**src/rtl/rirq_pkg.sv**
```systemverilog
package rirq_pkg;

  // Per-cycle line events handed from the sync front end to the counter.
  typedef struct packed {
    logic line_end;   // falling edge of horizontal sync seen this cycle
    logic realign;    // this line end is the frame realignment point
  } rirq_evt_t;

endpackage

```
**src/rtl/rirq_rst_sync.sv**
```systemverilog
module rirq_rst_sync #(
  parameter int STAGES = 2
) (
  input  logic clk,
  input  logic rst_n,
  output logic rst_sync_n
);

  logic [STAGES-1:0] chain_q;
  logic [STAGES-1:0] chain_d;

  always_comb begin
    chain_d = {chain_q[STAGES-2:0], 1'b1};
  end

  always_ff @(posedge clk or negedge rst_n) begin
    if (!rst_n) begin
      chain_q <= '0;
    end else begin
      chain_q <= chain_d;
    end
  end

  assign rst_sync_n = chain_q[STAGES-1];

endmodule

```
**src/rtl/rirq_edge.sv**
```systemverilog
module rirq_edge #(
  parameter bit FALLING = 1'b1
) (
  input  logic clk,
  input  logic rst_n,
  input  logic sig_i,
  output logic pulse_o
);

  logic sig_q;
  logic sig_d;

  always_comb begin
    sig_d = sig_i;
  end

  always_ff @(posedge clk or negedge rst_n) begin
    if (!rst_n) begin
      sig_q <= 1'b0;
    end else begin
      sig_q <= sig_d;
    end
  end

  generate
    if (FALLING) begin : g_fall
      assign pulse_o = sig_q & ~sig_i;
    end else begin : g_rise
      assign pulse_o = ~sig_q & sig_i;
    end
  endgenerate

  // A detected edge needs a level change; two in a row are impossible.
  AST_EDGE_SINGLE: assert property (@(posedge clk) disable iff (!rst_n)
    pulse_o |=> !pulse_o);

endmodule

```
**src/rtl/rirq_vs_align.sv**
```systemverilog
module rirq_vs_align #(
  parameter int DLY = 2
) (
  input  logic clk,
  input  logic rst_n,
  input  logic vs_rise_i,
  input  logic line_end_i,
  output logic realign_o
);

  localparam int AW = $clog2(DLY + 1);
  localparam logic [AW-1:0] ARM_LOAD = AW'(DLY);
  localparam logic [AW-1:0] ARM_ONE  = AW'(1);

  logic [AW-1:0] arm_q;
  logic [AW-1:0] arm_d;
  logic          arm_en;

  always_comb begin
    arm_en = 1'b0;
    arm_d  = arm_q;
    if (vs_rise_i) begin
      arm_en = 1'b1;
      arm_d  = ARM_LOAD;
    end else if (line_end_i && (arm_q != '0)) begin
      arm_en = 1'b1;
      arm_d  = arm_q - ARM_ONE;
    end
  end

  always_ff @(posedge clk or negedge rst_n) begin
    if (!rst_n) begin
      arm_q <= '0;
    end else if (arm_en) begin
      arm_q <= arm_d;
    end
  end

  assign realign_o = line_end_i && (arm_q == ARM_ONE);

  AST_ARM_RANGE: assert property (@(posedge clk) disable iff (!rst_n)
    arm_q <= ARM_LOAD);

  AST_REALIGN_DISARMS: assert property (@(posedge clk) disable iff (!rst_n)
    (realign_o && !vs_rise_i) |=> (arm_q == '0));

endmodule

```
**src/rtl/rirq_line_ctr.sv**
```systemverilog
module rirq_line_ctr
  import rirq_pkg::*;
#(
  parameter int CNT_W  = 6,
  parameter int PERIOD = 52,
  parameter int HI_BIT = 5
) (
  input  logic      clk,
  input  logic      rst_n,
  input  rirq_evt_t evt_i,
  input  logic      ack_i,
  input  logic      clr_i,
  output logic      pend_o
);

  localparam logic [CNT_W-1:0] LAST    = CNT_W'(PERIOD - 1);
  localparam logic [CNT_W-1:0] HI_MASK = ~(CNT_W'(1) << HI_BIT);
  localparam logic [CNT_W-1:0] ONE     = CNT_W'(1);

  logic [CNT_W-1:0] cnt_q;
  logic [CNT_W-1:0] cnt_d;
  logic [CNT_W-1:0] base;
  logic             pend_q;
  logic             pend_d;
  logic             upd_en;

  // Acknowledge trims the high-phase bit before any line advance.
  always_comb begin
    base   = ack_i ? (cnt_q & HI_MASK) : cnt_q;
    upd_en = clr_i | ack_i | evt_i.line_end;
    cnt_d  = base;
    pend_d = pend_q & ~ack_i;
    if (clr_i) begin
      cnt_d  = '0;
      pend_d = 1'b0;
    end else if (evt_i.line_end) begin
      if (evt_i.realign) begin
        cnt_d = '0;
        if (base[HI_BIT]) begin
          pend_d = 1'b1;
        end
      end else if (base == LAST) begin
        cnt_d  = '0;
        pend_d = 1'b1;
      end else begin
        cnt_d = base + ONE;
      end
    end
  end

  always_ff @(posedge clk or negedge rst_n) begin
    if (!rst_n) begin
      cnt_q  <= '0;
      pend_q <= 1'b0;
    end else if (upd_en) begin
      cnt_q  <= cnt_d;
      pend_q <= pend_d;
    end
  end

  assign pend_o = pend_q;

  AST_CNT_RANGE: assert property (@(posedge clk) disable iff (!rst_n)
    cnt_q <= LAST);

  AST_PEND_SRC: assert property (@(posedge clk) disable iff (!rst_n)
    $rose(pend_q) |-> $past(evt_i.line_end));

  AST_PEND_HOLD: assert property (@(posedge clk) disable iff (!rst_n)
    (pend_q && !ack_i && !clr_i) |=> pend_q);

  AST_ACK_DROPS: assert property (@(posedge clk) disable iff (!rst_n)
    (ack_i && !evt_i.line_end) |=> !pend_q);

  AST_ACK_HI_BIT: assert property (@(posedge clk) disable iff (!rst_n)
    (ack_i && !evt_i.line_end) |=> !cnt_q[HI_BIT]);

  AST_CLR_WINS: assert property (@(posedge clk) disable iff (!rst_n)
    clr_i |=> (cnt_q == '0) && !pend_q);

  AST_REALIGN_ZERO: assert property (@(posedge clk) disable iff (!rst_n)
    (evt_i.line_end && evt_i.realign && !clr_i) |=> (cnt_q == '0));

endmodule

```
**src/rtl/raster_irq_gen.sv**
```systemverilog
module raster_irq_gen
  import rirq_pkg::*;
#(
  parameter int CNT_W    = 6,
  parameter int PERIOD   = 52,
  parameter int HI_BIT   = 5,
  parameter int VS_DLY   = 2,
  parameter int RST_STG  = 2
) (
  input  logic clk,
  input  logic rst_n,
  input  logic hsync_i,
  input  logic vsync_i,
  input  logic irq_ack_i,
  input  logic cnt_clr_i,
  output logic irq_req_o
);

  logic      rst_int_n;
  logic      hs_end;
  logic      vs_rise;
  logic      realign;
  rirq_evt_t evt;

  rirq_rst_sync #(.STAGES(RST_STG)) u_rst (
    .clk        (clk),
    .rst_n      (rst_n),
    .rst_sync_n (rst_int_n)
  );

  rirq_edge #(.FALLING(1'b1)) u_hs_edge (
    .clk     (clk),
    .rst_n   (rst_int_n),
    .sig_i   (hsync_i),
    .pulse_o (hs_end)
  );

  rirq_edge #(.FALLING(1'b0)) u_vs_edge (
    .clk     (clk),
    .rst_n   (rst_int_n),
    .sig_i   (vsync_i),
    .pulse_o (vs_rise)
  );

  rirq_vs_align #(.DLY(VS_DLY)) u_align (
    .clk        (clk),
    .rst_n      (rst_int_n),
    .vs_rise_i  (vs_rise),
    .line_end_i (hs_end),
    .realign_o  (realign)
  );

  always_comb begin
    evt.line_end = hs_end;
    evt.realign  = realign;
  end

  rirq_line_ctr #(
    .CNT_W  (CNT_W),
    .PERIOD (PERIOD),
    .HI_BIT (HI_BIT)
  ) u_ctr (
    .clk    (clk),
    .rst_n  (rst_int_n),
    .evt_i  (evt),
    .ack_i  (irq_ack_i),
    .clr_i  (cnt_clr_i),
    .pend_o (irq_req_o)
  );

  AST_RESET_QUIET: assert property (@(posedge clk)
    !rst_int_n |=> !irq_req_o);

endmodule

```
**config.mk**
```make
export PLATFORM = sky130hd
export DESIGN_NAME = raster_irq_gen
export DESIGN_NICKNAME = d
export VERILOG_FILES = /design/src/rtl/rirq_pkg.sv /design/src/rtl/rirq_rst_sync.sv /design/src/rtl/rirq_edge.sv /design/src/rtl/rirq_vs_align.sv /design/src/rtl/rirq_line_ctr.sv /design/src/rtl/raster_irq_gen.sv
export SDC_FILE = /design/constraint.sdc
export NUM_CORES = 1
export LEC_CHECK = 0
export BUFFER_PORTS_ARGS = -buffer_cell sky130_fd_sc_hd__buf_2
export CORE_AREA = 2 2 39 41
export CTS_CLUSTER_DIAMETER = 200
export DETAILED_ROUTE_END_ITERATION = 12
export DIE_AREA = 0 0 41 43
export PLACE_DENSITY_LB_ADDON = 0.2
export SLEW_MARGIN = 5
export SYNTH_ARGS = -nofsm -noshare
export SYNTH_HDL_FRONTEND = slang
export SYNTH_SLANG_ARGS = --single-unit
```
**constraint.sdc**
```tcl
create_clock -name clk -period 0.8 [get_ports clk]
set_input_delay 0.08 -clock clk [delete_from_list [all_inputs] [get_ports clk]]
set_output_delay 0.08 -clock clk [all_outputs]
set_load 0.03 [all_outputs]
```
Yosys cells after proc, flatten, opt, wreduce, memory -nomap -nowiden:

Index checks and enable logic that the tools add are counted.
Widths: inputs -> output; s select.

* bits of input ports: 6
* logic and storage cells: 37
* register bits after elaboration: 13
* output and inout port bits: 1

* reduce and logical (&&, ||, !) cells: 5
* add/sub/neg operators: 2
* bitwise logic cells: 8
* mux-type cells: 14
* equal/unequal tests: 2

Operator list (number)
* $mux 6: 5
* $mux 1: 7
* $add 6x1->6 const B: 1
* $eq 6x6->1 const B: 1
* $mux 2: 2
* $reduce_bool 2->1: 2
* $and 1x1->1: 3
* $not 1->1: 3
* $eq 2x1->1 const B: 1
* $logic_and 1x1->1: 2
* $or 1x1->1: 2
* $reduce_and 2->1: 1
* $sub 2x1->2 const B: 1

Logic depth before layout (Yosys ltp):

Gate-level depths: netlist (run 1).

* word-level depth: 6
* gate-level depth with buffers: 5
* depth with buffers taken out: 5

Cells and area by module:

From an unflattened synthesis (run 1), not the netlist that was laid out.

* cell total of the unflattened synthesis: 70
* area, all modules: 788.3 µm²

By module, submodules not included
* rirq_line_ctr: instances 1, cells each 49, area each 508.0 µm², seq. area each 175.2 µm²
* rirq_vs_align: instances 1, cells each 14, area each 148.9 µm², seq. area each 50.0 µm²
* rirq_edge: instances 2, cells each 2, area each 38.8 µm², seq. area each 25.0 µm²
* rirq_rst_sync: instances 1, cells each 3, area each 53.8 µm², seq. area each 50.0 µm²

Worst setup path before layout (run 1):

OpenSTA, ideal clock, no wires.

* path kind: reg-to-reg
* start point: register u_ctr.cnt_q[0]
* end point: register u_ctr.pend_q (netlist: u_ctr.pend_o)
* stages on the path, launching flop included: 6
* arrival time: 1299 ps
* slack: -579 ps
* period minus slack after synthesis: 1379 ps
* path buffers: 0
* required time: 720 ps
* cell sequence: dfrtp_1 -> ha_1 -> nor4bb_4 -> a21oi_2 -> o21bai_1 -> nor3b_2

* longest elaborated chain between the ends: 6

RTL lines
* start, declared: RTL line rirq_line_ctr.sv:20 `logic [CNT_W-1:0] cnt_q;`
* start signal, assigned: RTL line rirq_line_ctr.sv:56 `cnt_q <= cnt_d;`
* $mux 6: RTL line rirq_line_ctr.sv:29 `base = ack_i ? (cnt_q & HI_MASK) : cnt_q;`
* $eq 6x6->1: RTL line rirq_line_ctr.sv:42 `end else if (base == LAST) begin`
* $mux 1: RTL line rirq_line_ctr.sv:42
* $mux 1: RTL line rirq_line_ctr.sv:37 `if (evt_i.realign) begin`
* $mux 1: RTL line rirq_line_ctr.sv:36 `end else if (evt_i.line_end) begin`
* $mux 1: RTL line rirq_line_ctr.sv:33 `if (clr_i) begin`
* end signal, assigned: RTL line rirq_line_ctr.sv:57 `pend_q <= pend_d;`
* end, declared: RTL line rirq_line_ctr.sv:23 `logic pend_q;`

No other way between the ends.
A chain may end at the register's enable or synchronous reset.

Final worst setup path (run 1):

* start point: register u_ctr.cnt_q[3]
* end point: register u_ctr.pend_q (netlist: u_ctr.pend_o)

The elaborated chain is that of the path after synthesis.

==> results.md, run 1 <==
* Maximum vdd drop at around 1600 uV
* Maximum capacitance violations at 0
* Number of antenna-violating nets in the routed design at 0
* Floorplan core area at approximately 1400 um2
* Kind of critical path: register to register
* Internal power contribution at approximately 1.2 mW
* Leading register cell type out of synthesis: sky130_fd_sc_hd__dfrtp_1
* Post-route clock skew at around 0.35 ps
* Pin count of the biggest net entering global routing at 12
* Clock Path Buffers at 2
* DR DRC count at 0
* Initial detailed-routing violation count at 4
* Power per unit of standard cell area at 1851 nW/um2
* Most frequent cell after synthesis: sky130_fd_sc_hd__dfrtp_1
* Sequential element share of the synthesized area at 48.06%
* Largest cells by area after synthesis: sky130_fd_sc_hd__dfrtp_1 48%, sky130_fd_sc_hd__ha_1 5.5%, sky130_fd_sc_hd__a21oi_1 4.4%
* Number of fill cells in the layout at around 100
* Clk_lat worst skew at roughly 260 ps
* Post-synthesis cell type with the largest combined area: sky130_fd_sc_hd__dfrtp_1
* First-pass GRT wire length at 2.201 mm
* Crit path DAT at 1510 ps
* Failing checks: setup timing
* CTS buffer count at 3
* Number of warning messages in the yosys log at 0
* Synth Cell Area at about 680 um2
* Setup Total Neg Slack at -4070 ps
* Worst Hold Class: input port to register
* Total count of max-transition violations in the final report at 0
* Synth async-reset ratio at between 90% and 100%
* Initial core utilization at between 40% and 50%
* Full die area at approximately 1800 um2
* Max Fanout on Critical Path at 6
* Via density per instance at around 5.2
* TritonCTS clock tree: done
* Outcome: finished, violations left
* Pre-CTS setup slack at -549.3 ps
* Routed wirelength normalized by instance count at 12.58 um
* Detailed Place HPWL at just under 1 mm
* Req. time, crit path at about 990 ps
* ANT cells at 0
* Share of power burned in the clock network at between 20% and 30%
* Reg clk slew, reported paths at ~80 ps
* Final Hold Fails at 0
* CTS root buffer: sky130_fd_sc_hd__clkbuf_4
* Vias after detailed routing at 554
* Std-Cell Rows at 14
* Switch Pwr at approximately 0.52 mW
* Post-layout minimum cycle time at 1315 ps
* Number of antenna violations at the first check in global routing at 0
* Final Non-Filler Cells at between 100 and 150
* Area share of the largest cell type after synthesis at between 40% and 50%
* Switching share of total power at 29.72%
* Vias in the first global route at between 500 and 600
* Placed Cells at a little under 100
* Y dimension of the die at roughly 43 um
* Synthesized area divided by synthesized cell count at 10.58 um2
* Aggregate routed wire length at around 1.3 mm
* # port buffers at 6
* Post-route worst setup slack at -515.4 ps
* Mapped Cells at 64
* Synth Register Bits at 13
* Overall routing resource usage at between 10% and 20%
* Sequential share of power at approximately 44%
* GPL Wtd Cong at around 0.75
* Peak clock frequency supported by timing at 760.2 MHz
* Area growth from synthesis to layout at 39.37%
* Unique cell type count in the Yosys netlist at 29
* Grt total ovfl at 0
* Number of levels in the clock H-tree at 1
* Clk sinks at 13
* Number of optimization iterations in the first detailed-route pass at 4
* Syn_nets at between 70 and 80
* Commonest cells in the netlist: 13 x sky130_fd_sc_hd__dfrtp_1, 6 x sky130_fd_sc_hd__a21oi_1, 5 x sky130_fd_sc_hd__nand2_1, 4 x sky130_fd_sc_hd__nand3_1, 4 x sky130_fd_sc_hd__nor2_1
* Nets at 100
* P_leak at between 0.4 and 0.5 nW
* Number of flops mapped to enable cells by yosys at 0
* Unrepaired setup endpoints after global routing: yes
* Type of element launching the critical path: register
* Crit end category: register
* Number of top-level design ports at 7
* Final setup violation count at 10
* Portion of total power attributed to combinational logic at about a third
* Horizontal die dimension at between 40 and 50 um
* Fraction of final layout cells sized beyond drive strength 1 at around 44%
* Part of the cycle the worst path needs at 164.4%
[stage by stage]
step	instance area (um2)	utilization, %	hold WS (ps)	total power [mW]
2_1_floorplan	715.7	-	-215.6	1.102
6_report	943.4	68.17	28.75	1.746
3_3_place_gp	862.1	62.30	-135.6	1.275
3_5_place_dp	862.1	62.30	-132.2	1.287
4_1_cts	924.6	66.82	23.26	1.720
5_1_grt	943.4	68.17	28.13	1.862
[power groups by stage]
stage	clock network, mW	registers, mW	logic (mW)
floorplan	0	0.786	0.316
global placement	0	0.777	0.498
detailed placement	0	0.778	0.508
CTS	0.405	0.768	0.546
global route	0.428	0.777	0.657
finish	0.390	0.769	0.588
[routing by layer]
layer,vias up,track usage (%),share of wire (%)
met5,-,0,0
met3,0,4.712,2.0
li1,280,-,-
met1,268,25.52,49
met2,6,28.75,49
met4,0,4.000,0
[worst paths after layout]
check / startpoint / to / slack (ps) / depth (start not counted)
max: u_ctr.cnt_q[3] / u_ctr.pend_o / -520 / 4
min: hsync_i / u_hs_edge.sig_q / 30 / 2
max reg2reg: u_ctr.cnt_q[3] / u_ctr.pend_o / -520 / 4
min reg2reg: u_rst.chain_q[1] / u_ctr.cnt_q[5] / 190 / 0
max in group asynchronous: u_rst.chain_q[1] / u_ctr.cnt_q[0] / 310 / 0
min in group asynchronous: rst_n / u_rst.chain_q[1] / 130 / 2
[critical path, cell delays in order, from the launching register on]
cell	delay, ps
sky130_fd_sc_hd__dfrtp_1	450
sky130_fd_sc_hd__nor4bb_4	380
sky130_fd_sc_hd__a21oi_4	130
sky130_fd_sc_hd__o21bai_1	130
sky130_fd_sc_hd__nor3b_2	160
[sequential cells by signal, indices dropped and copies added, names as in the netlist]
signal,count
u_ctr.cnt_q,6
u_vs_edge.sig_q,1
u_hs_edge.sig_q,1
u_rst.chain_q,2
u_align.arm_q,2
u_ctr.pend_o,1
[final cells by class]
type,instances,area (um2),area share [%]
multi-input cells,46,377.9,40.05
flip-flops and latches,13,325.3,34.48
repair buffers,24,180.2,19.10
clock buffers,4,26.28,2.785
well taps,16,20.02,2.122
inverters,3,13.76,1.459
[kinds of logic after synthesis]
logic type / synth area share (%)
DFF: 48.06
buffers and inverters: 4.066
other: 0.5540
adders and majority gates: 5.546
AOI/OAI and AO/OA: 14.05
and+or+nand+nor: 24.95
muxes: 1.479
xor gates and xnor gates: 1.294
[placed cells by master, fill, tap and decap left out, drive strengths merged, types with 2 or more instances in the layout]
| cell type | count |
|---|---|
| dlygate4sd3 | 2 |
| nor2b | 2 |
| a21oi | 7 |
| buf | 22 |
| dfrtp | 13 |
| nand3 | 4 |
| clkbuf | 4 |
| nor2 | 4 |
| o21ai | 3 |
| inv | 3 |
| and3 | 2 |
| nand4b | 2 |
| ha | 3 |
| nand2 | 5 |
[what timing repair did]
action                                  CTS  global route
endpoints found under the setup margin   10            10
hold buffers                              2             0
setup buffers                             0             1
endpoints found under the hold margin     4             0
resized for setup                         5             2
pin swaps                                 1             4
Note: power is estimated with default switching activity, not from simulation.
==> run 2: changes to the inputs <==
--- a/config.mk
+++ b/config.mk
@@ -5,6 +5,7 @@
 export SDC_FILE = /design/constraint.sdc
 export NUM_CORES = 1
 export LEC_CHECK = 0
+export ABC_AREA = 1
 export BUFFER_PORTS_ARGS = -buffer_cell sky130_fd_sc_hd__buf_2
 export CORE_AREA = 2 2 39 41
 export CTS_CLUSTER_DIAMETER = 200
==> results.md, run 2 <==
* Unique cell type count in the Yosys netlist at 14 (-52%)
* Synth Register Bits at 13 (unchanged)
* Kind of critical path: register to register
* Top reg by flops: u_ctr.cnt_q
* Commonest cells in the netlist: 19 x sky130_fd_sc_hd__nand2_1, 13 x sky130_fd_sc_hd__dfrtp_1, 13 x sky130_fd_sc_hd__inv_1, 6 x sky130_fd_sc_hd__nor2_1, 6 x sky130_fd_sc_hd__o21ai_1
* Commonest non-fill, non-tap cells in the layout: 16 x sky130_fd_sc_hd__nand2_1, 13 x sky130_fd_sc_hd__buf_4, 13 x sky130_fd_sc_hd__dfrtp_1
* First-pass GRT wire length at 2.159 mm (-1.9%)
* Placed cell areas at 778.2 um2 (-9.7%)
* Detailed Place HPWL at 917.6 um (-6.0%)
* Largest cells by area after synthesis: sky130_fd_sc_hd__dfrtp_1 51%, sky130_fd_sc_hd__nand2_1 11%, sky130_fd_sc_hd__inv_1 7.6%
* Final cell area excluding filler cells at 920.9 um2 (-2.4%)
* CTS buffer count at 3 (unchanged)
* Final setup violation count at 10 (unchanged)
* Clock Path Buffers at 2 (unchanged)
* Number of top-level design ports at 7 (unchanged)
* Clk sinks at 13 (unchanged)
* Overall routing resource usage at 18.69% (+0.15 points)
* Initial core utilization at 46.11% (-2.8 points)
* Mapped Cells at 75 (+17%)
* Type of element launching the critical path: register
* ANT cells at 0 (unchanged)
* Pre-CTS setup slack at -347.5 ps (+201.9 ps)
* Post-layout total power at 1.647 mW (-5.7%)
* Aggregate routed wire length at 1.262 mm (-5.3%)
* Full die area at 1763 um2 (unchanged)
* Synth async-reset ratio at 100.0% (unchanged)
* Vias after detailed routing at 541 (-2.3%)
* Via density per instance at 4.585 (-12%)
* Unrepaired setup endpoints after global routing: yes
* Number of levels in the clock H-tree at 1 (unchanged)
* Worst Hold Class: input port to asynchronous set/reset pin
* Area growth from synthesis to layout at 44.31%
* Total area of multi-input combinational cells at 325.3 um2 (-14%)
* Power per unit of standard cell area at 1789 nW/um2 (-3.4%)
* Leading register cell type out of synthesis: sky130_fd_sc_hd__dfrtp_1
* Number of flops mapped to enable cells by yosys at 0 (unchanged)
* Y dimension of the die at 43 um (unchanged)
* DR DRC count at 0 (unchanged)
* Most frequent cell after synthesis: sky130_fd_sc_hd__nand2_1
* Fraction of final layout cells sized beyond drive strength 1 at 38.24% (-6.2 points)
* Area taken by flip-flops and latches at 325.3 um2 (unchanged)
* Synthesized area divided by synthesized cell count at 8.508 um2 (-20%)
* Crit end category: register
* Syn_nets at 84 (+15%)
* GPL Wtd Cong at 0.7748 (+3.9%)
* Max reg flops at 6 (unchanged)
* Number of antenna violations at the first check in global routing at 0 (unchanged)
* Number of fill cells in the layout at 118 (+19%)
* Pin count of the biggest net entering global routing at 8 (-4)
* Number of antenna-violating nets in the routed design at 0 (unchanged)
* Post-route worst setup slack at -352.3 ps (+163.1 ps)
* Post-layout minimum cycle time at 1152 ps (-163.1 ps)
* Clk_lat worst skew at 270 ps (about the same)
* Number of warning messages in the yosys log at 0 (unchanged)
* Peak clock frequency supported by timing at 867.8 MHz (+14%)
* Std-Cell Rows at 14 (unchanged)
* Reg clk slew, reported paths at 80 ps (about the same)
* Outcome: finished, violations left
* Post-synthesis cell type with the largest combined area: sky130_fd_sc_hd__dfrtp_1
* Horizontal die dimension at 41 um (unchanged)
* P_leak at 0.4619 nW (+10%)
* Total count of max-transition violations in the final report at 0 (unchanged)
* Crit path DAT at 1360 ps (-150 ps)
* Initial detailed-routing violation count at 9 (+5)
* Floorplan core area at 1384 um2 (unchanged)
* TritonCTS clock tree: done
* Maximum vdd drop at 1067 uV (-33%)
* Post-route clock skew at 6.392 ps (+6.041 ps)
* Failing checks: setup timing
* Routed wirelength normalized by instance count at 10.69 um (-15%)
* Synth Cell Area at 638.1 um2 (-5.7%)
* Area share of the largest cell type after synthesis at 50.98% (+2.9 points)
* Grt total ovfl at 0 (unchanged)
* Req. time, crit path at 1010 ps (+20 ps)
* Sequential element share of the synthesized area at 50.98% (+2.9 points)
* Number of optimization iterations in the first detailed-route pass at 4 (unchanged)
* Most frequent standard cell in the layout excluding fill and tap cells: sky130_fd_sc_hd__nand2_1
* Max Fanout on Critical Path at 6 (unchanged)
* Maximum capacitance violations at 0 (unchanged)
* Biggest registers after layout: u_ctr.cnt_q: 6 flops, u_align.arm_q: 2 flops, u_rst.chain_q: 2 flops
* Nets at 112 (+12%)
* Vias in the first global route at 550 (+2.8%)
* CTS root buffer: sky130_fd_sc_hd__clkbuf_4
* Part of the cycle the worst path needs at 144.0% (-20 points)
* # port buffers at 6 (unchanged)
* Final Hold Fails at 0 (unchanged)
[run 2: cell types whose count changed after synthesis, sizes merged, moves of 3 or more]
cell	previous run	this run
nand2	5	19
a21oi	7	1
o21ai	3	6
inv	3	13
nor2	4	9
xor2	0	4
[run 2: worst max-delay path, stage by stage (launching register included)]
cell,delay (ps)
sky130_fd_sc_hd__dfrtp_1,390
sky130_fd_sc_hd__ha_2,200
sky130_fd_sc_hd__nor2_2,90
sky130_fd_sc_hd__nand2_2,70
sky130_fd_sc_hd__nor2_4,170
sky130_fd_sc_hd__nand3_2,100
sky130_fd_sc_hd__nand2_2,70
[run 2: through the flow]
stage | utilization, % | instances | hold WS (ps) | setup TNS (ps)
finish | 66.55 | 118 | 110.5 | -2911
global route | 66.55 | 118 | 106.9 | -3621
CTS | 66.00 | 118 | 93.56 | -2945
detailed placement | 56.24 | 106 | -133.7 | -2567
floorplan | - | 75 | -215.6 | -1787
global placement | 56.24 | 106 | -135.3 | -2383
[run 2: cell families (layout without fill, tap and decap cells)]
group	count (synthesis)	in the layout	synth area share [%]
AOI/OAI and AO/OA	7	7	5.490
and+or+nand+nor	34	34	23.92
other	1	1	0.5877
buffers and inverters	13	40	7.648
adders and majority gates	3	3	5.883
xor gates and xnor gates	4	4	5.490
DFF	13	13	50.98
[run 2: layer usage]
layer  vias up  wire [um]  GRT usage [%]
met5         -          0              0
met4         0         10          10.00
met3         2         44          3.141
met2         8        653          30.31
met1       253        554          22.11
li1        278          -              -
[run 2: cell type report]
type	instances	area share [%]
sequential	13	35.33
multi-input combinational	49	35.33
timing repair buffer	23	19.02
inverter	13	5.299
clock buffer	4	2.853
tap	16	2.174
[run 2: path summary, 6_finish.rpt]
| kind | from | end | slack, ps | cells after the start |
|---|---|---|---|---|
| max | u_align.arm_q[0] | u_ctr.cnt_q[5] | -350 | 6 |
| min | rst_n | u_rst.chain_q[0] | 110 | 2 |
| max reg2reg | u_align.arm_q[0] | u_ctr.cnt_q[5] | -350 | 6 |
| min reg2reg | u_rst.chain_q[1] | u_ctr.cnt_q[2] | 150 | 1 |
| max in group asynchronous | u_rst.chain_q[1] | u_hs_edge.sig_q | 530 | 1 |
| min in group clk | cnt_clr_i | u_ctr.pend_o | 120 | 4 |
[run 2: power breakdown]
group	switching (mW)	leakage (nW)	total (mW)	internal, mW
combinational	0.223	0.280	0.489	0.266
sequential	0.0387	0.167	0.754	0.715
clock	0.211	0.0150	0.404	0.193
[run 2: repair_timing]
item / in CTS / in global routing
buffers inserted: 5 / 0
setup endpoints to repair: 10 / 10
gates resized for setup: 9 / 3
pin swaps: 11 / 3
hold buffers: 3 / 0
endpoints found under the hold margin: 4 / 0
